### src/rtl/wdt_pkg.sv
package wdt_pkg;
  typedef struct packed {
    logic restart;
    logic forceTo;
    logic statWr;
    logic statVal;
  } wdt_strb_t;
endpackage

### src/rtl/wdt_ctrl.sv
module wdt_ctrl
  import wdt_pkg::*;
(
  input  logic       clk,
  input  logic       rstN,
  input  logic       regWr,
  input  logic       regAddr,
  input  logic [7:0] regWrData,
  input  logic       mouseIrq,
  input  logic       kbdIrq,
  input  logic       toStatus,
  output logic [7:0] regRdData,
  output wdt_strb_t  strb,
  output logic       ledOnTo,
  output logic       blinkForce,
  output logic       pinTrigEn
);
  logic mouseEn, kbdEn;
  logic wr0, wr1;
  logic unusedBits;

  assign wr0 = regWr & ~regAddr;
  assign wr1 = regWr & regAddr;
  assign unusedBits = ^regWrData[7:4];

  always_ff @(posedge clk) begin
    if (!rstN) begin
      ledOnTo    <= 1'b0;
      mouseEn    <= 1'b0;
      kbdEn      <= 1'b0;
      pinTrigEn  <= 1'b0;
      blinkForce <= 1'b0;
    end else begin
      if (wr0) begin
        ledOnTo <= regWrData[3];
        mouseEn <= regWrData[2];
        kbdEn   <= regWrData[1];
      end
      if (wr1) begin
        pinTrigEn  <= regWrData[3];
        blinkForce <= regWrData[1];
      end
    end
  end

  always_comb begin
    strb.restart = (mouseIrq & mouseEn) | (kbdIrq & kbdEn) | wr1;
    strb.forceTo = wr1 & regWrData[2];
    strb.statWr  = wr1;
    strb.statVal = regWrData[0];
    if (regAddr)
      regRdData = {4'h0, pinTrigEn, 1'b0, blinkForce, toStatus};
    else
      regRdData = {4'h0, ledOnTo, mouseEn, kbdEn, 1'b0};
  end
endmodule

### src/rtl/wdt_datapath.sv
module wdt_datapath
  import wdt_pkg::*;
#(
  parameter int CNT_W       = 8,
  parameter int TICK_CYCLES = 1000,
  parameter int DEB_CYCLES  = 50,
  parameter int BLINK_HALF  = 1000
) (
  input  logic             clk,
  input  logic             rstN,
  input  wdt_strb_t        strb,
  input  logic [CNT_W-1:0] loadVal,
  input  logic             kbdRstPin,
  input  logic             pinTrigEn,
  input  logic             ledOnTo,
  input  logic             blinkForce,
  output logic             toStatus,
  output logic             powerLed
);
  localparam int TICK_N = (TICK_CYCLES < 1) ? 1 : TICK_CYCLES;
  localparam int DEB_N  = (DEB_CYCLES < 1) ? 1 : DEB_CYCLES;
  localparam int BLK_N  = (BLINK_HALF < 1) ? 1 : BLINK_HALF;
  localparam int PRE_W  = $clog2(TICK_N + 1);
  localparam int DEB_W  = $clog2(DEB_N + 1);
  localparam int BLK_W  = $clog2(BLK_N + 1);

  logic [CNT_W-1:0] cntQ;
  logic [PRE_W-1:0] preQ;
  logic             tick, expire;

  assign tick   = (cntQ != '0) && (preQ == PRE_W'(TICK_N - 1));
  assign expire = tick && (cntQ == CNT_W'(1));

  always_ff @(posedge clk) begin
    if (!rstN) begin
      cntQ <= '0;
      preQ <= '0;
    end else if (strb.restart) begin
      cntQ <= loadVal;
      preQ <= '0;
    end else if (cntQ != '0) begin
      if (tick) begin
        preQ <= '0;
        cntQ <= cntQ - CNT_W'(1);
      end else begin
        preQ <= preQ + PRE_W'(1);
      end
    end
  end

  // pin synchroniser and glitch filter
  logic [1:0]       syncQ;
  logic             filtQ, filtPrevQ;
  logic [DEB_W-1:0] debQ;
  logic             pinEdge;

  always_ff @(posedge clk) begin
    if (!rstN) begin
      syncQ     <= '0;
      filtQ     <= 1'b0;
      filtPrevQ <= 1'b0;
      debQ      <= '0;
    end else begin
      syncQ     <= {syncQ[0], kbdRstPin};
      filtPrevQ <= filtQ;
      if (syncQ[1] == filtQ) begin
        debQ <= '0;
      end else if (debQ == DEB_W'(DEB_N - 1)) begin
        debQ  <= '0;
        filtQ <= syncQ[1];
      end else begin
        debQ <= debQ + DEB_W'(1);
      end
    end
  end

  assign pinEdge = pinTrigEn & filtQ & ~filtPrevQ;

  // status flag: set events win over a software write
  always_ff @(posedge clk) begin
    if (!rstN)
      toStatus <= 1'b0;
    else if (strb.forceTo | pinEdge | expire)
      toStatus <= 1'b1;
    else if (strb.statWr)
      toStatus <= strb.statVal;
  end

  // LED blink generator
  logic             blinkOn;
  logic [BLK_W-1:0] blkQ;

  assign blinkOn = blinkForce | (ledOnTo & toStatus);

  always_ff @(posedge clk) begin
    if (!rstN || !blinkOn) begin
      blkQ     <= '0;
      powerLed <= 1'b0;
    end else if (blkQ == BLK_W'(BLK_N - 1)) begin
      blkQ     <= '0;
      powerLed <= ~powerLed;
    end else begin
      blkQ <= blkQ + BLK_W'(1);
    end
  end
endmodule

### src/rtl/wdt_guard.sv
module wdt_guard
  import wdt_pkg::*;
#(
  parameter int CLK_HZ      = 50_000_000,
  parameter int CNT_W       = 8,
  parameter int TICK_CYCLES = CLK_HZ / 1000,
  parameter int DEB_CYCLES  = CLK_HZ / 1_000_000,
  parameter int BLINK_HALF  = CLK_HZ / 2
) (
  input  logic             clk,
  input  logic             rstN,
  input  logic             regWr,
  input  logic             regAddr,
  input  logic [7:0]       regWrData,
  output logic [7:0]       regRdData,
  input  logic [CNT_W-1:0] loadVal,
  input  logic             mouseIrq,
  input  logic             kbdIrq,
  input  logic             kbdRstPin,
  output logic             toStatus,
  output logic             powerLed
);
  wdt_strb_t strb;
  logic      ledOnTo, blinkForce, pinTrigEn;

  wdt_ctrl ctrlI (
    .clk(clk), .rstN(rstN), .regWr(regWr), .regAddr(regAddr),
    .regWrData(regWrData), .mouseIrq(mouseIrq), .kbdIrq(kbdIrq),
    .toStatus(toStatus), .regRdData(regRdData), .strb(strb),
    .ledOnTo(ledOnTo), .blinkForce(blinkForce), .pinTrigEn(pinTrigEn)
  );

  wdt_datapath #(
    .CNT_W(CNT_W), .TICK_CYCLES(TICK_CYCLES),
    .DEB_CYCLES(DEB_CYCLES), .BLINK_HALF(BLINK_HALF)
  ) dpI (
    .clk(clk), .rstN(rstN), .strb(strb), .loadVal(loadVal),
    .kbdRstPin(kbdRstPin), .pinTrigEn(pinTrigEn), .ledOnTo(ledOnTo),
    .blinkForce(blinkForce), .toStatus(toStatus), .powerLed(powerLed)
  );
endmodule

### config.mk
export PLATFORM = sky130hd
export DESIGN_NAME = wdt_guard
export DESIGN_NICKNAME = d
export VERILOG_FILES = /design/src/rtl/wdt_pkg.sv /design/src/rtl/wdt_ctrl.sv /design/src/rtl/wdt_datapath.sv /design/src/rtl/wdt_guard.sv
export SDC_FILE = /design/constraint.sdc
export NUM_CORES = 1
export LEC_CHECK = 0
export BUFFER_PORTS_ARGS = -buffer_cell sky130_fd_sc_hd__buf_2
export CORE_MARGIN = 1
export CORE_UTILIZATION = 47
export DETAILED_ROUTE_END_ITERATION = 10
export PLACE_DENSITY = 0.66
export SYNTH_ARGS = -nofsm -noshare
export SYNTH_HDL_FRONTEND = slang
export SYNTH_SLANG_ARGS = --single-unit
### constraint.sdc
create_clock -name clk -period 3.9 [get_ports clk]
set_clock_uncertainty 0.1 [all_clocks]
set_input_delay 0.39 -clock clk [delete_from_list [all_inputs] [get_ports clk]]
set_output_delay 0.39 -clock clk [all_outputs]
set_load 0.01 [all_outputs]
==> summary.txt <==
Routing
  – # DRC: 0
  – First DRT Iteration DRCs: 160
  – Total number of vias: 2805
  – Post-DRT Antenna Nets: 0
  – Routed vias/inst: 5.795
  – Routed wire length: 6.487 mm
  – WL/cell: 13.40 µm
  – Drt pass-1 iters: 4

Layout
  – Post-route design area: 3606 µm²
  – Fraction of layout cells with a size suffix above 1: 0.1361
  – Synth-to-layout area growth: 9.832%
  – Number of nets in the layout: 428
  – Diode count: 0

Global route
  – Vias in the first global route: 2594
  – Largest net degree at the start of global routing: 25
  – Initial antenna violation count: 0
  – GR Util All Layers: 0.1910
  – Total grt overflow: 0
  – First-pass GRT wire length: 11.24 mm

Worst setup path
  – Data required, critical path: 3.98 ns
  – Worst setup SP type: register
  – CP endpoint kind: register
  – Worst path arrival time: 2.48 ns
  – FF-to-FF path depth: 5
  – Crit path max fanout: 13
  – Worst setup path category: reg2reg

Synthesis
  – Mapped Cells: 378
  – Sequential area share after synthesis: 0.4024
  – Main combinational cell family by area after synthesis: simple AND/OR/NAND/NOR gates
  – Main area contributors after synthesis: dfxtp_1, a21oi_1, or4_1, o31ai_1, nand3_1
  – Synth top area share: 0.4024
  – Async set or reset register ratio after synthesis: 0
  – Top_reg_cell synth: dfxtp_1
  – Compound-Gate Fraction of Synth Area: 0.1673
  – Cell area after synthesis: 3283 µm²
  – Count of flip-flops with a built-in enable after synthesis: 0
  – Yosys reg bits: 66
  – Synth warn: 0
  – Post-Synth Adder-Cell Area: 0.02287
  – Multiplexer area fraction after synthesis: 0.01905
  – Synth area leader: dfxtp_1
  – Yosys cell types: 58
  – Xor-xnor portion of the synthesized cell area: 0.05335
  – Mapped Avg Cell Area: 8.686 µm²
  – Post-Synth Simple-Gate Area: 0.2946

Place
  – DP Area: 3435 µm²
  – Worst slack at placement: 1.512 ns
  – Final Wtd Congestion: 0.7862
  – DPL Wire Length: 4.473 mm
  – I/O Buffers: 24

Worst hold path
  – Hold Path Depth: 2
  – Min-delay worst type: in2reg

STA
  – Hold Fails Final Rpt: 0
  – # setup viols final: 0
  – RSZ-0062 raised after global routing: false
  – Rel. slew slack: 0.3006
  – Fmax: 417.2 MHz
  – Pins Over Slew Limit: 0
  – Fin Setup TNS: 0 ns
  – Period utilisation layout: 0.6146
  – Min Tclk post-route: 2.397 ns
  – Worst-margin pin slew: 1.047 ns
  – Final WS setup: 1.503 ns

Clock network
  – Post-CTS Resized: 0
  – Post CTS Setup Buffer Count: 0
  – Sinks on Clock Net: 66
  – H-tree Lvls: 3
  – Hold Buf Count CTS: 0
  – CTS Buf Count: 9
  – Worst-skew pair later-pin latency: 0.34 ns
  – Worst-case clock buffer depth: 2
  – Clock-pin slew on the worst setup and hold paths: 0.07 ns
  – CTS tree: done
  – Root buf cell: clkbuf_8

Die
  – Core ar.: 6756 µm²
  – Initial Util: 0.4859
  – Die Width: 85.58 µm
  – Vert. Die Dim: 85.58 µm
  – Floorplan row count: 30
  – # IOs: 33
  – Die area: 7324 µm²

Job
  – Max cap viols: 0

Status
  – Status: finished clean

Power
  – VDD IR-drop max: 0.0001760 V
  – Power per cell area: 366.2 nW/µm²
  – Pleak: 1.185 nW
-- power by group --
group | switching, mW | internal [mW]
Sequential | 0.0179 | 0.689
Combinational | 0.0675 | 0.0464
Clock | 0.255 | 0.245
-- sequential cells by signal, summed over array words and instances (netlist names), 2 cells and up --
register	cells
dpI.syncQ	2
dpI.preQ	16
dpI.blkQ	25
dpI.debQ	6
dpI.cntQ	8
-- metrics by stage --
step | utilization | hold WS, ns | power, mW | cells
CTS | 0.5337 | 0.1376 | 1.343 | 484
finish | 0.5337 | 0.1631 | 1.321 | 484
detailed placement | 0.5083 | 0.3242 | 0.8358 | 468
global route | 0.5337 | 0.1339 | 1.395 | 484
global placement | 0.5083 | 0.3185 | 0.8338 | 468
floorplan | - | 0.3119 | 0.8076 | 381
-- placed cells by master (no fill, tap or decap), types with 5 or more instances in the layout --
master / n
and4_1: 8
o31ai_1: 15
xnor2_1: 8
o21ai_0: 18
clkbuf_8: 10
a21oi_1: 26
or4_1: 16
nand3_1: 22
and3_1: 5
and2_1: 5
dfxtp_1: 66
nor2b_1: 9
xor2_1: 12
ha_1: 6
nand4_1: 13
buf_2: 24
nor2_1: 29
inv_1: 9
nand2_1: 22
or3_1: 10
nor3_1: 6
-- cell families (layout without fill, tap and decap cells) --
| group | Yosys count | after routing |
|---|---|---|
| compound gates | 86 | 86 |
| xor+xnor | 20 | 20 |
| fa+ha+maj | 6 | 6 |
| buf+inv | 28 | 51 |
| flops | 66 | 66 |
| mux | 6 | 6 |
| other cells | 1 | 4 |
| simple gates | 165 | 165 |
-- routing by layer --
layer  share of wire  GRT usage  wire length, µm  up-vias
li1                -          -                -     1459
met1            0.47     0.2243             3038     1315
met2            0.50     0.3280             3255       29
met3           0.025    0.06930              162        2
met4          0.0048    0.05455               31        0
met5               0          0                0        -
-- final timing paths --
check | startpoint | endpoint | slack, ns
setup / recovery | dpI.preQ[0] | dpI.preQ[4] | 1.50
hold / removal | kbdRstPin | dpI.syncQ[0] | 0.16
setup reg to reg | dpI.preQ[0] | dpI.preQ[4] | 1.50
hold reg to reg | dpI.syncQ[0] | dpI.syncQ[1] | 0.34
-- Yosys cell counts, drive strengths merged, types with 3 or more instances --
cell     number
nor4b         5
a21oi        26
and2          5
dfxtp        66
o31ai        15
mux2i         4
inv           9
nor2b         9
and3          5
ha            6
buf          12
a31oi         4
nand4        14
o21ai        20
or4          17
and4          9
nor3          6
xor2         12
nand3        22
nor4          4
or3          11
a21boi        3
nand2        22
xnor2         8
clkbuf        7
nor2         30
o2111ai       4
-- critical path: stages, from the launching register on --
cell      delay, ns
dfxtp_1        0.42
ha_1           0.27
and3b_1        0.22
nand4_2        0.23
o21bai_1       0.90
nor2_1         0.11
-- final cells by class --
| type | instances | area (µm²) |
|---|---|---|
| fillers | 647 | 3151 |
| multi-input cells | 287 | 1844 |
| repair buffers | 26 | 135.1 |
| inverters | 9 | 33.78 |
| clock buffers | 11 | 141.4 |
| clock inverters | 5 | 30.03 |
| flip-flops and latches | 66 | 1321 |
| well taps | 80 | 100.1 |
Note: power is estimated with default switching activity, not from simulation.
